[config.mk]
export PLATFORM = sky130hd
export DESIGN_NAME = simd_alu
export DESIGN_NICKNAME = d
export VERILOG_FILES = /design/src/rtl/simd_alu_pkg.sv /design/src/rtl/simd_alu_addsub.sv /design/src/rtl/simd_alu_ctrl.sv /design/src/rtl/simd_alu_dp.sv /design/src/rtl/simd_alu.sv
export SDC_FILE = /design/constraint.sdc
export NUM_CORES = 1
export LEC_CHECK = 0
export BUFFER_PORTS_ARGS = -buffer_cell sky130_fd_sc_hd__buf_2
export CAP_MARGIN = 20
export CELL_PAD_IN_SITES_DETAIL_PLACEMENT = 0
export CELL_PAD_IN_SITES_GLOBAL_PLACEMENT = 2
export CORE_MARGIN = 2
export CORE_UTILIZATION = 34
export CTS_CLUSTER_SIZE = 16
export DETAILED_ROUTE_END_ITERATION = 10
export PLACE_DENSITY = 0.91
export SETUP_SLACK_MARGIN = 0.3
export SYNTH_ARGS = -nofsm -noshare
export SYNTH_HDL_FRONTEND = slang
export SYNTH_SLANG_ARGS = --single-unit
export TNS_END_PERCENT = 20
[constraint.sdc]
create_clock -name clk -period 5.9 [get_ports clk]
set_input_delay 0.885 -clock clk [delete_from_list [all_inputs] [get_ports clk]]
set_output_delay 0.885 -clock clk [all_outputs]
set_load 0.005 [all_outputs]
[src/rtl/simd_alu_pkg.sv]
package simd_alu_pkg;

  localparam int MODE_W = 3;

  localparam logic [MODE_W-1:0] MODE_WORD    = 3'd0;
  localparam logic [MODE_W-1:0] MODE_HALF    = 3'd1;
  localparam logic [MODE_W-1:0] MODE_PAIR    = 3'd2;
  localparam logic [MODE_W-1:0] MODE_QUAD    = 3'd3;
  localparam logic [MODE_W-1:0] MODE_SUMDIFF = 3'd4;

  typedef enum logic [2:0] {
    SEL_NONE,
    SEL_W32,
    SEL_H16,
    SEL_PAIR16,
    SEL_QUAD16,
    SEL_SUMDIFF
  } resSel_e;

  typedef struct packed {
    logic    load;
    resSel_e sel;
    logic    swap;
    logic    dstHi;
    logic    subHi;
    logic    subLo;
    logic    aHi;
    logic    bHi;
  } ctrlStrobe_t;

endpackage

[src/rtl/simd_alu_addsub.sv]
module simd_alu_addsub #(
  parameter int W = 16
) (
  input  logic [W-1:0] x,
  input  logic [W-1:0] y,
  input  logic         sub,
  output logic [W-1:0] sum,
  output logic         carry,
  output logic         ovf
);

  logic [W-1:0] yEff;
  logic [W:0]   wide;

  always_comb begin
    yEff  = sub ? ~y : y;
    wide  = {1'b0, x} + {1'b0, yEff} + {{W{1'b0}}, sub};
    sum   = wide[W-1:0];
    carry = wide[W];
    ovf   = (x[W-1] == yEff[W-1]) && (sum[W-1] != x[W-1]);
  end

endmodule

[src/rtl/simd_alu_ctrl.sv]
module simd_alu_ctrl
  import simd_alu_pkg::*;
(
  input  logic              clk,
  input  logic              rstN,
  input  logic              inValid,
  input  logic [MODE_W-1:0] mode,
  input  logic              subHi,
  input  logic              subLo,
  input  logic              aHighSel,
  input  logic              bHighSel,
  input  logic              dstHighSel,
  input  logic              crossHalves,
  output ctrlStrobe_t       strobe,
  output logic              outValid,
  output logic [1:0]        wrMaskP,
  output logic [1:0]        wrMaskQ
);

  resSel_e    sel;
  logic [1:0] nextMaskP;
  logic [1:0] nextMaskQ;

  always_comb begin
    case (mode)
      MODE_WORD:    sel = SEL_W32;
      MODE_HALF:    sel = SEL_H16;
      MODE_PAIR:    sel = SEL_PAIR16;
      MODE_QUAD:    sel = SEL_QUAD16;
      MODE_SUMDIFF: sel = SEL_SUMDIFF;
      default:      sel = SEL_NONE;
    endcase
  end

  always_comb begin
    strobe.load  = inValid;
    strobe.sel   = sel;
    strobe.swap  = crossHalves && ((sel == SEL_PAIR16) || (sel == SEL_QUAD16));
    strobe.dstHi = dstHighSel;
    strobe.subHi = subHi;
    strobe.subLo = subLo;
    strobe.aHi   = aHighSel;
    strobe.bHi   = bHighSel;
  end

  always_comb begin
    nextMaskP = 2'b00;
    nextMaskQ = 2'b00;
    case (sel)
      SEL_W32, SEL_PAIR16: nextMaskP = 2'b11;
      SEL_H16:             nextMaskP = dstHighSel ? 2'b10 : 2'b01;
      SEL_QUAD16, SEL_SUMDIFF: begin
        nextMaskP = 2'b11;
        nextMaskQ = 2'b11;
      end
      default: ;
    endcase
  end

  always_ff @(posedge clk) begin
    if (!rstN) begin
      outValid <= 1'b0;
      wrMaskP  <= 2'b00;
      wrMaskQ  <= 2'b00;
    end else begin
      outValid <= inValid;
      wrMaskP  <= inValid ? nextMaskP : 2'b00;
      wrMaskQ  <= inValid ? nextMaskQ : 2'b00;
    end
  end


  valid_lat_chk: assert property (@(posedge clk) disable iff (!rstN)
    inValid |=> outValid);


  idle_mask_chk: assert property (@(posedge clk) disable iff (!rstN)
    !outValid |-> (wrMaskP == 2'b00 && wrMaskQ == 2'b00));


  qmask_chk: assert property (@(posedge clk) disable iff (!rstN)
    (wrMaskQ != 2'b00) |-> (wrMaskP == 2'b11));

endmodule

[src/rtl/simd_alu_dp.sv]
module simd_alu_dp
  import simd_alu_pkg::*;
#(
  parameter int WORD_W = 32
) (
  input  logic              clk,
  input  logic              rstN,
  input  ctrlStrobe_t       strobe,
  input  logic [WORD_W-1:0] opA,
  input  logic [WORD_W-1:0] opB,
  output logic [WORD_W-1:0] resP,
  output logic [WORD_W-1:0] resQ,
  output logic [3:0]        ovfFlag,
  output logic [3:0]        carryFlag
);

  localparam int HALF_W = WORD_W / 2;
  localparam int LANES  = 4;

  logic [WORD_W-1:0] sumW, diffW;
  logic              sumC, diffC, sumV, diffV;
  logic [HALF_W-1:0] selA, selB;

  logic [LANES-1:0][HALF_W-1:0] laneS;
  logic [LANES-1:0]             laneC;
  logic [LANES-1:0]             laneV;

  logic [WORD_W-1:0] pairP, pairQ;
  logic [1:0]        fvP, fcP, fvQ, fcQ;

  logic [WORD_W-1:0] nextP, nextQ;
  logic [3:0]        nextOvf, nextCy;

  simd_alu_addsub #(.W(WORD_W)) u_sum (
    .x(opA), .y(opB), .sub(1'b0), .sum(sumW), .carry(sumC), .ovf(sumV)
  );

  simd_alu_addsub #(.W(WORD_W)) u_diff (
    .x(opA), .y(opB), .sub(1'b1), .sum(diffW), .carry(diffC), .ovf(diffV)
  );

  assign selA = strobe.aHi ? opA[WORD_W-1:HALF_W] : opA[HALF_W-1:0];
  assign selB = strobe.bHi ? opB[WORD_W-1:HALF_W] : opB[HALF_W-1:0];

  for (genvar k = 0; k < LANES; k++) begin : g_lane
    localparam int QSIDE = k / 2;
    localparam int HSIDE = k % 2;
    logic              laneSub;
    logic [HALF_W-1:0] laneX, laneY;

    always_comb begin
      laneSub = (HSIDE == 1) ? strobe.subHi : strobe.subLo;
      if (QSIDE == 1) laneSub = ~laneSub;
      if (strobe.sel == SEL_H16) begin
        laneX = selA;
        laneY = selB;
      end else begin
        laneX = opA[HSIDE*HALF_W +: HALF_W];
        laneY = opB[HSIDE*HALF_W +: HALF_W];
      end
    end

    simd_alu_addsub #(.W(HALF_W)) u_lane (
      .x(laneX), .y(laneY), .sub(laneSub),
      .sum(laneS[k]), .carry(laneC[k]), .ovf(laneV[k])
    );
  end

  always_comb begin
    pairP = strobe.swap ? {laneS[0], laneS[1]} : {laneS[1], laneS[0]};
    pairQ = strobe.swap ? {laneS[2], laneS[3]} : {laneS[3], laneS[2]};
    fvP   = strobe.swap ? {laneV[0], laneV[1]} : {laneV[1], laneV[0]};
    fcP   = strobe.swap ? {laneC[0], laneC[1]} : {laneC[1], laneC[0]};
    fvQ   = strobe.swap ? {laneV[2], laneV[3]} : {laneV[3], laneV[2]};
    fcQ   = strobe.swap ? {laneC[2], laneC[3]} : {laneC[3], laneC[2]};
  end

  always_comb begin
    nextP   = '0;
    nextQ   = '0;
    nextOvf = 4'b0000;
    nextCy  = 4'b0000;
    case (strobe.sel)
      SEL_W32: begin
        nextP   = strobe.subLo ? diffW : sumW;
        nextOvf = {2'b00, (strobe.subLo ? diffV : sumV), 1'b0};
        nextCy  = {2'b00, (strobe.subLo ? diffC : sumC), 1'b0};
      end
      SEL_H16: begin
        nextP   = strobe.dstHi ? {laneS[0], {HALF_W{1'b0}}}
                               : {{HALF_W{1'b0}}, laneS[0]};
        nextOvf = {2'b00, strobe.dstHi ? {laneV[0], 1'b0} : {1'b0, laneV[0]}};
        nextCy  = {2'b00, strobe.dstHi ? {laneC[0], 1'b0} : {1'b0, laneC[0]}};
      end
      SEL_PAIR16: begin
        nextP   = pairP;
        nextOvf = {2'b00, fvP};
        nextCy  = {2'b00, fcP};
      end
      SEL_QUAD16: begin
        nextP   = pairP;
        nextQ   = pairQ;
        nextOvf = {fvQ, fvP};
        nextCy  = {fcQ, fcP};
      end
      SEL_SUMDIFF: begin
        nextP   = sumW;
        nextQ   = diffW;
        nextOvf = {diffV, 1'b0, sumV, 1'b0};
        nextCy  = {diffC, 1'b0, sumC, 1'b0};
      end
      default: ;
    endcase
  end

  always_ff @(posedge clk) begin
    if (!rstN) begin
      resP      <= '0;
      resQ      <= '0;
      ovfFlag   <= 4'b0000;
      carryFlag <= 4'b0000;
    end else if (strobe.load) begin
      resP      <= nextP;
      resQ      <= nextQ;
      ovfFlag   <= nextOvf;
      carryFlag <= nextCy;
    end
  end


  hold_chk: assert property (@(posedge clk) disable iff (!rstN)
    !strobe.load |=> ($stable(resP) && $stable(resQ) && $stable(ovfFlag) && $stable(carryFlag)));


  sumdiff_chk: assert property (@(posedge clk) disable iff (!rstN)
    (strobe.load && strobe.sel == SEL_SUMDIFF) |=> (resP == resQ + ($past(opB) << 1)));

endmodule

[src/rtl/simd_alu.sv]
module simd_alu
  import simd_alu_pkg::*;
#(
  parameter int WORD_W = 32
) (
  input  logic              clk,
  input  logic              rstN,
  input  logic              inValid,
  input  logic [WORD_W-1:0] opA,
  input  logic [WORD_W-1:0] opB,
  input  logic [MODE_W-1:0] mode,
  input  logic              subHi,
  input  logic              subLo,
  input  logic              aHighSel,
  input  logic              bHighSel,
  input  logic              dstHighSel,
  input  logic              crossHalves,
  output logic              outValid,
  output logic [WORD_W-1:0] resP,
  output logic [WORD_W-1:0] resQ,
  output logic [1:0]        wrMaskP,
  output logic [1:0]        wrMaskQ,
  output logic [3:0]        ovfFlag,
  output logic [3:0]        carryFlag
);

  ctrlStrobe_t strobe;

  simd_alu_ctrl u_ctrl (
    .clk(clk), .rstN(rstN), .inValid(inValid), .mode(mode),
    .subHi(subHi), .subLo(subLo), .aHighSel(aHighSel), .bHighSel(bHighSel),
    .dstHighSel(dstHighSel), .crossHalves(crossHalves),
    .strobe(strobe), .outValid(outValid), .wrMaskP(wrMaskP), .wrMaskQ(wrMaskQ)
  );

  simd_alu_dp #(.WORD_W(WORD_W)) u_dp (
    .clk(clk), .rstN(rstN), .strobe(strobe), .opA(opA), .opB(opB),
    .resP(resP), .resQ(resQ), .ovfFlag(ovfFlag), .carryFlag(carryFlag)
  );

endmodule

==> impl_metrics.json, run 1 <==
{
  "rr_endpoint": "u_dp.resP[26]$_SDFFE_PN0P_",
  "portBuffers": 152,
  "die_w_um": 189,
  "synth_top_area_cell": "ha_1",
  "setup_violations": 0,
  "dr.pass1.iters": 5,
  "syn-mean-instance-area_um2": 7.29,
  "area_growth_syn_to_layout_pct": 13.7,
  "ys_top_cells_by_count": "160 x nor2_1, 144 x a21oi_1, 124 x ha_1, 112 x nand2_1, 111 x xnor2_1",
  "tightestPinTransition_ns": 0.945,
  "async_flop_share_pct": 0,
  "grt_first_pass_wirelength_um": 79000,
  "synth_edf_count": 0,
  "ys.flop_type": "dfxtp_1",
  "min_period_over_period_pct": 89.1,
  "power_leakage_nw": 5.96,
  "power.internal_mw": 1.48,
  "p_per_area_nw_per_um2": 215,
  "yosysMostFrequentCell": "nor2_1",
  "yosysSeqAreaShare_pct": 13.1,
  "antenna_found_initial": 0,
  "syn_nets": 1798,
  "worst_skew_pair.late_latency_ns": 0.35,
  "grt_usage_pct": 30.0,
  "cts-root-buf": "clkbuf_16",
  "synth.ff_latch_count": 76,
  "rsz0062_at_grt": "false",
  "start_util_pct": 34.6,
  "worstSetupPathType": "in -> reg",
  "min_from": "u_dp.resP[21]$_SDFFE_PN0P_",
  "synth_warnings": 0,
  "avgRoutedWirePerCell_um": 25.3,
  "drv_slew": 0,
  "ant_nets": 0,
  "r2r_slack_ns": 4.55,
  "drive_above_1_share_pct": 15.6,
  "clock_power_share_pct": 20.3,
  "dp_hpwl_um": 45200,
  "cts_max_path_buffers": 2,
  "ctsResizeCount": 0,
  "nFillCells": 3623,
  "postCtsSetupBuffers": 0,
  "worstRegToRegCells": 6,
  "crit_path_end_kind": "flip-flop",
  "multiInputGateArea_um2": 9390,
  "grt_overflow": 0,
  "drt-total-wl_um": 54600,
  "drtIter0Drc": 1645,
  "vias_per_cell": 5.99,
  "coreArea_um2": 33500,
  "timing.rr.start": "u_dp.resP[26]$_SDFFE_PN0P_",
  "cts.hold.buffers_added": 0,
  "nNetsFinal": 1913,
  "tns_ns": 0,
  "status": "complete, no violations",
  "finalWorstSetupSlack_ns": 0.644,
  "ios": 153,
  "syn_area_um2": 11600,
  "numCtsBuffers": 9,
  "holdPathEnd": "u_dp.resP[21]$_SDFFE_PN0P_",
  "fin_worst_skew_ns": 0,
  "synthTopCellsByArea": "ha_1 13%, dfxtp_1 13%, xnor2_1 8.4%",
  "htree_levels": 3,
  "clkTransAtPathRegs_ns": 0.06,
  "grt_pass1_vias": 12000,
  "peakVddDrop_uv": 126,
  "finalPower_mw": 2.83,
  "cts_tree": "built",
  "critPathLaunchType": "input pin",
  "max_cap_viol_count": 0,
  "cp_max_fo": 24,
  "power_frac_seq_pct": 19.6,
  "grt_max_degree": 37,
  "switching_share_pct": 47.7,
  "netlist.area_leader.share_pct": 13.4,
  "max_freq_mhz": 190,
  "die_h_um": 189,
  "gp_congestion": 1.04,
  "cp.arrival_ns": 5.49,
  "crit_required_ns": 6.13,
  "holdPathStages": 2,
  "die-area_um2": 35600,
  "hold_path_class": "reg -> reg",
  "combinationalPowerShare_pct": 60.1,
  "placementRows": 67,
  "clock_sinks": 76,
  "vias": 12900,
  "max_slew_margin_pct": 36.5,
  "synthCells": 1592,
  "antenna_cells": 0,
  "switchingPower_mw": 1.35,
  "drc": 0,
  "seq_area_um2": 1520,
  "post-place-ws_ns": 0.382,
  "min_period_ns": 5.26,
  "yosysUniqueCellTypes": 86,
  "hold_viol_final": 0
}
worst max-delay path, stage by stage:
cell      delay, ns
buf_2          0.27
nor4b_4        0.55
buf_4          0.23
buf_4          0.21
mux2_2         0.38
ha_1           0.34
o21ai_0        0.14
a21oi_1        0.12
o41ai_1        0.49
o21ai_0        0.24
o31ai_1        0.46
o21ai_0        0.28
a31o_2         0.32
a32o_1         0.25
a211oi_1       0.19
o21ai_0        0.11
metal layers:
layer  wire [um]  global-route usage (%)  vias up
met3        5060                    4.51       73
met5           0                       0        -
met2       23500                    46.4      617
met1       24500                    42.8     6236
li1            -                       -     6007
met4        1480                    8.53        0
power by group through the flow:
stage	logic [mW]	clock network [mW]	registers (mW)
4_1_cts	1.65	0.583	0.556
5_1_grt	1.82	0.612	0.559
6_report	1.70	0.575	0.556
2_1_floorplan	1.09	0	0.568
3_3_place_gp	1.65	0	0.567
3_5_place_dp	1.64	0	0.567
kinds of logic (layout without fill, tap and decap cells):
group	count (synthesis)	in the layout	share of synthesized area, %
muxes	62	62	5.77
AOI/OAI and AO/OA	545	545	31.5
buffers and inverters	192	311	6.39
adders and majority gates	130	130	14.4
DFF	76	76	13.1
and+or+nand+nor	445	445	18.1
xor gates and xnor gates	142	142	10.7
worst max-delay path by stage:
stage,slack (ns),startpoint,to
final,0.64,mode[2],u_dp.carryFlag[1]$_SDFFE_PN0P_
after global routing,0.42,mode[2],u_dp.carryFlag[3]$_SDFFE_PN0P_
after CTS,0.76,mode[2],u_dp.resP[31]$_SDFFE_PN0P_
after detailed placement,0.38,mode[2],u_dp.resP[31]$_SDFFE_PN0P_
after global placement,0.45,mode[2],u_dp.resP[31]$_SDFFE_PN0P_
after floorplan,1.27,mode[1],u_dp.carryFlag[3]$_SDFFE_PN0P_
registers in the layout, summed over array words and instances (netlist names):
| register | count |
|---|---|
| u_dp.carryFlag | 4 |
| u_dp.resQ | 32 |
| u_ctrl.outValid | 1 |
| u_ctrl.wrMaskQ | 1 |
| u_dp.ovfFlag | 4 |
| u_ctrl.wrMaskP | 2 |
| u_dp.resP | 32 |
metrics by stage:
stage | hold WS [ns] | instances | util, % | cell area, um^2
2_1_floorplan | 0.446 | 1592 | - | 11600
3_3_place_gp | 0.430 | 2144 | 38.5 | 12900
3_5_place_dp | 0.439 | 2144 | 38.5 | 12900
4_1_cts | 0.453 | 2159 | 39.3 | 13200
5_1_grt | 0.469 | 2159 | 39.3 | 13200
6_report | 0.447 | 2159 | 39.3 | 13200
placed cells by master, fill, tap and decap left out, types with 11 or more instances in the layout:
master	Yosys	layout
a211oi_1	11	11
a21o_1	40	40
a21oi_1	144	144
a221oi_1	14	14
a22o_1	18	18
a22oi_1	25	25
a31oi_1	15	15
and3_1	11	11
buf_2	7	152
buf_4	3	34
dfxtp_1	76	76
ha_1	124	124
inv_1	109	109
mux2_2	32	32
mux2i_1	28	28
nand2_1	112	112
nand2b_1	28	28
nand3_1	30	30
nor2_1	160	157
nor2b_1	22	22
nor3_1	31	30
nor4_1	11	11
o211ai_1	15	15
o21a_1	18	18
o21ai_0	100	100
o21bai_1	17	17
o221ai_1	15	15
o22ai_1	14	14
o31ai_1	13	13
xnor2_1	111	111
xor2_1	31	31
final cells by class:
type / count / share of cell area (%)
clock buffers: 9 / 1.71
clock inverters: 6 / 0.493
inverters: 110 / 3.13
multi-input cells: 1324 / 71.2
flip-flops and latches: 76 / 11.5
well taps: 448 / 4.25
repair buffers: 186 / 7.70
No activity file was read; power rests on OpenSTA's default activity.
==> inputs of run 2 (changes only) <==
CORE_ASPECT_RATIO = 1.5   (was unset)
==> impl_metrics.json, run 2 (same netlist as run 1, synthesis figures left out) <==
{
  "power_leakage_nw": 5.94,
  "die_h_um": 230,
  "gp_congestion": 0.965,
  "finalPower_mw": 2.85,
  "clkTransAtPathRegs_ns": 0.06,
  "placementRows": 82,
  "max_stage_delay_ns": 0.47,
  "antenna_found_initial": 0,
  "die_w_um": 155,
  "dp_hpwl_um": 44800,
  "avgRoutedWirePerCell_um": 25.4,
  "postCtsSetupBuffers": 0,
  "drc": 0,
  "hold_path_class": "reg -> reg",
  "min_period_over_period_pct": 88.4,
  "area_growth_syn_to_layout_pct": 13.2,
  "grt_max_degree": 52,
  "cts_max_path_buffers": 2,
  "ant_nets": 0,
  "antenna_cells": 0,
  "p_per_area_nw_per_um2": 217,
  "clock_sinks": 76,
  "nNetsFinal": 1907,
  "cp.arrival_ns": 5.46,
  "worstSetupPathType": "in -> reg",
  "start_util_pct": 34.6,
  "power.internal_mw": 1.49,
  "power_frac_seq_pct": 19.5,
  "layout_common_cells": "159 x nor2_1, 152 x buf_2, 143 x a21oi_1",
  "tightestPinTransition_ns": 1.16,
  "drv_slew": 0,
  "crit_required_ns": 6.15,
  "hold_viol_final": 0,
  "min_from": "u_dp.resP[24]$_SDFFE_PN0P_",
  "numCtsBuffers": 9,
  "ios": 153,
  "r2r_slack_ns": 4.47,
  "coreArea_um2": 33500,
  "tns_ns": 0,
  "vias_per_cell": 5.96,
  "drtIter0Drc": 987,
  "worst_skew_pair.late_latency_ns": 0.35,
  "rr_endpoint": "u_dp.resP[26]$_SDFFE_PN0P_",
  "critPathTopFamily": "compound AO/OA/AOI/OAI gates",
  "grt_first_pass_wirelength_um": 78200,
  "grt_pass1_vias": 12200,
  "die-area_um2": 35600,
  "max_slew_margin_pct": 22.2,
  "min_period_ns": 5.21,
  "timing.hold.ws_ns": 0.446,
  "clock_power_share_pct": 20.4,
  "final_common_cell": "nor2_1",
  "switching_share_pct": 47.8,
  "cts-root-buf": "clkbuf_16",
  "max_freq_mhz": 192,
  "reg_top3": "u_dp.resP: 32 flops, u_dp.resQ: 32 flops",
  "htree_levels": 3,
  "status": "complete, no violations",
  "combinationalPowerShare_pct": 60.1,
  "portBuffers": 152,
  "peakVddDrop_uv": 143,
  "ctsResizeCount": 0,
  "max_cap_viol_count": 0,
  "cpMaxStageDelayCell": "o41ai_1",
  "grt_overflow": 0,
  "critPathLaunchType": "input pin",
  "setup_violations": 0,
  "switchingPower_mw": 1.36,
  "cts_tree": "built",
  "worstRegToRegCells": 6,
  "holdPathEnd": "u_dp.resP[24]$_SDFFE_PN0P_",
  "timing.rr.start": "u_dp.resP[26]$_SDFFE_PN0P_",
  "rsz0062_at_grt": "false",
  "holdPathStages": 2,
  "vias": 12700,
  "dr.pass1.iters": 6,
  "path_cells": "buf_2 -> nor4b_4 -> buf_4 -> nor2_1 -> a21oi_1 -> xor2_1 -> fa_1 -> a21o_1 -> a21oi_1 -> o21ai_0 -> a31o_2 -> o41ai_1 -> o21ai_0 -> a21o_1 -> a21oi_1 -> a221oi_1 -> a221o_1",
  "crit_path_end_kind": "flip-flop",
  "fin_worst_skew_ns": 0,
  "cts.hold.buffers_added": 0,
  "cp_max_fo": 31,
  "drive_above_1_share_pct": 15.3,
  "critPathBufInv": 2,
  "grt_usage_pct": 29.5,
  "worst_path_most_repeated_cell": "a21oi_1",
  "drt-total-wl_um": 53900
}
-- run 2: changes by cell type in the layout (fill, tap and decap cells not counted) --
cell     before  now
nor2_1      157  159
a21oi_2       2    3
a21oi_1     144  143
nor2_2        2    0
inv_6         1    2
buf_12        0    1
buf_4        34   27
-- run 2: area by class of cell --
cell class              instances  area [um^2]
inverters                     110          413
fillers                      3597        20400
multi-input cells            1324         9390
well taps                     420          526
flip-flops and latches         76         1520
clock inverters                 7         73.8
repair buffers                180          983
clock buffers                   9          225
-- run 2: power by group through the flow --
stage,combinational [mW],clock [mW],sequential [mW]
6_report,1.71,0.582,0.556
5_1_grt,1.82,0.607,0.559
4_1_cts,1.67,0.590,0.556
3_5_place_dp,1.66,0,0.568
3_3_place_gp,1.67,0,0.567
2_1_floorplan,1.09,0,0.568
-- run 2: metal layers --
metal	part of all wire (%)	GRT usage [%]	vias up
met2	48	51.4	474
li1	-	-	5998
met5	0	0	-
met1	41	36.0	6093
met3	4.7	2.43	109
met4	5.7	15.3	0
-- run 2: tightest hold or removal path, cell delays in order, from the launching register on --
cell and delay (ns):
dfxtp_1 0.31, nand2_1 0.05, o21ai_1 0.05
-- run 2: through the flow --
step           cell area (um^2)  util, %  setup slack [ns]  instances
5_1_grt                   13100     39.1             0.501       2126
2_1_floorplan             11600        -              1.27       1592
3_5_place_dp              12800     38.2             0.431       2110
3_3_place_gp              12800     38.2             0.494       2110
6_report                  13100     39.1             0.687       2126
4_1_cts                   13100     39.1             0.796       2126
-- run 2: worst max-delay path by stage --
stage                     slack, ns                              to  depth (start not counted)    start
after floorplan                1.27  u_dp.carryFlag[3]$_SDFFE_PN0P_                         17  mode[1]
after global placement         0.49  u_dp.carryFlag[3]$_SDFFE_PN0P_                         15  mode[1]
after detailed placement       0.43  u_dp.carryFlag[3]$_SDFFE_PN0P_                         17  mode[1]
after CTS                      0.80  u_dp.carryFlag[3]$_SDFFE_PN0P_                         17  mode[1]
after global routing           0.50  u_dp.carryFlag[3]$_SDFFE_PN0P_                         17  mode[1]
final                          0.69  u_dp.carryFlag[3]$_SDFFE_PN0P_                         17  mode[1]
==> inputs of run 3 (changes only) <==
BUFFER_PORTS_ARGS = unset   (was -buffer_cell sky130_fd_sc_hd__buf_2)
CORE_UTILIZATION = 38   (was 34)
DONT_BUFFER_PORTS = 1   (was unset)
PLACE_DENSITY = 0.92   (was 0.91)
==> impl_metrics.json, run 3 (same netlist as run 1, synthesis figures left out) <==
{
  "clkTransAtPathRegs_ns": 0.06,
  "antenna_found_initial": 0,
  "min_period_over_period_pct": 82.5,
  "drtIter0Drc": 1142,
  "ios": 153,
  "reg_top3": "u_dp.resP: 32 flops, u_dp.resQ: 32 flops",
  "gp_congestion": 1.00,
  "stdcell_count": 1942,
  "p_per_area_nw_per_um2": 224,
  "antenna_cells": 0,
  "status": "complete, no violations",
  "power_leakage_nw": 5.17,
  "clock_sinks": 76,
  "start_util_pct": 38.5,
  "htree_levels": 3,
  "grt_pass1_vias": 11900,
  "fin_worst_skew_ns": 0,
  "rsz0062_at_grt": "false",
  "dp_hpwl_um": 44000,
  "layout_common_cells": "159 x nor2_1, 143 x a21oi_1, 124 x ha_1",
  "min_period_ns": 4.87,
  "portBuffers": 0,
  "drive_above_1_share_pct": 6.36,
  "vias_per_cell": 6.34,
  "place_area_um2": 11900,
  "post-place-ws_ns": 0.731,
  "max_cap_viol_count": 0,
  "tns_ns": 0,
  "tightestPinTransition_ns": 1.18,
  "numCtsBuffers": 9,
  "nNetsFinal": 1743,
  "cp.arrival_ns": 5.11,
  "peakVddDrop_uv": 135,
  "fin_area_um2": 12200,
  "drc": 0,
  "die-area_um2": 32000,
  "placed_cells": 1926,
  "worstSetupPathType": "in -> reg",
  "max_slew_margin_pct": 21.1,
  "placementRows": 78,
  "cp_max_fo": 7,
  "worst_skew_pair.late_latency_ns": 0.36,
  "hold_path_class": "reg -> reg",
  "cts-root-buf": "clkbuf_16",
  "drt-total-wl_um": 53500,
  "die_w_um": 147,
  "postCtsSetupBuffers": 0,
  "die_h_um": 218,
  "drv_slew": 0,
  "vias": 12300,
  "finalWorstSetupSlack_ns": 1.03,
  "grt_max_degree": 48,
  "dr.pass1.iters": 8,
  "final_common_cell": "nor2_1",
  "crit_path_end_kind": "flip-flop",
  "grt_overflow": 0,
  "cts_max_path_buffers": 2,
  "critPathLaunchType": "input pin",
  "setup_violations": 0,
  "avgRoutedWirePerCell_um": 27.6,
  "cts.hold.buffers_added": 0,
  "coreArea_um2": 30200,
  "cts_tree": "built",
  "grt_first_pass_wirelength_um": 77600,
  "hold_viol_final": 0,
  "max_freq_mhz": 205,
  "ctsResizeCount": 0,
  "area_growth_syn_to_layout_pct": 5.58,
  "crit_required_ns": 6.15,
  "ant_nets": 0,
  "grt_usage_pct": 32.7
}
run 3: changes by cell type in the layout (fill, tap and decap cells not counted), sizes merged:
cell,previous run,this run
buf,180,16
run 3: routing by layer:
layer	routed length, um	GRT usage (%)	part of all wire (%)
met1	20600	38.1	39
met2	25000	55.0	47
met3	3730	5.23	7.0
met4	4170	22.0	7.8
met5	0	0	0
run 3: critical path: stages:
cell	delay, ns
nor4b_4	0.58
mux2i_1	0.30
o21a_1	0.26
fa_1	0.45
a21o_1	0.18
a21oi_1	0.32
o21ai_0	0.24
a31o_2	0.28
o41ai_1	0.44
o21ai_0	0.34
a21o_1	0.26
a21oi_1	0.18
a221oi_1	0.10
a221o_1	0.30
run 3: worst paths after layout:
| check | from | to | slack [ns] | cells after the start |
|---|---|---|---|---|
| setup reg to reg | u_dp.resP[31]$_SDFFE_PN0P_ | u_dp.resP[31]$_SDFFE_PN0P_ | 4.57 | 5 |
| hold / removal | u_dp.resP[24]$_SDFFE_PN0P_ | u_dp.resP[24]$_SDFFE_PN0P_ | 0.48 | 2 |
| setup / recovery | bHighSel | u_dp.carryFlag[3]$_SDFFE_PN0P_ | 1.03 | 14 |
| hold reg to reg | u_dp.resP[24]$_SDFFE_PN0P_ | u_dp.resP[24]$_SDFFE_PN0P_ | 0.48 | 2 |
run 3: cell type report:
class | instances | area [um^2]
Fill cell | 3194 | 17900
Tap cell | 400 | 500
Timing Repair Buffer | 16 | 120
Multi-Input combinational cell | 1324 | 9390
Sequential cell | 76 | 1520
Inverter | 110 | 413
Clock buffer | 9 | 225
Clock inverter | 7 | 73.8
run 3: power breakdown:
| group | total, mW | internal [mW] | switching (mW) |
|---|---|---|---|
| Sequential | 0.564 | 0.541 | 0.0231 |
| Combinational | 1.59 | 0.573 | 1.02 |
| Clock | 0.588 | 0.330 | 0.258 |
| Total | 2.74 | 1.44 | 1.30 |
run 3: stage by stage:
| step | hold slack (ns) | util [%] | power [mW] |
|---|---|---|---|
| after floorplan | 0.446 | - | 1.66 |
| final | 0.477 | 40.6 | 2.74 |
| after CTS | 0.486 | 40.6 | 2.71 |
| after detailed placement | 0.476 | 39.6 | 2.12 |
| after global placement | 0.459 | 39.6 | 2.12 |
| after global routing | 0.502 | 40.6 | 2.87 |
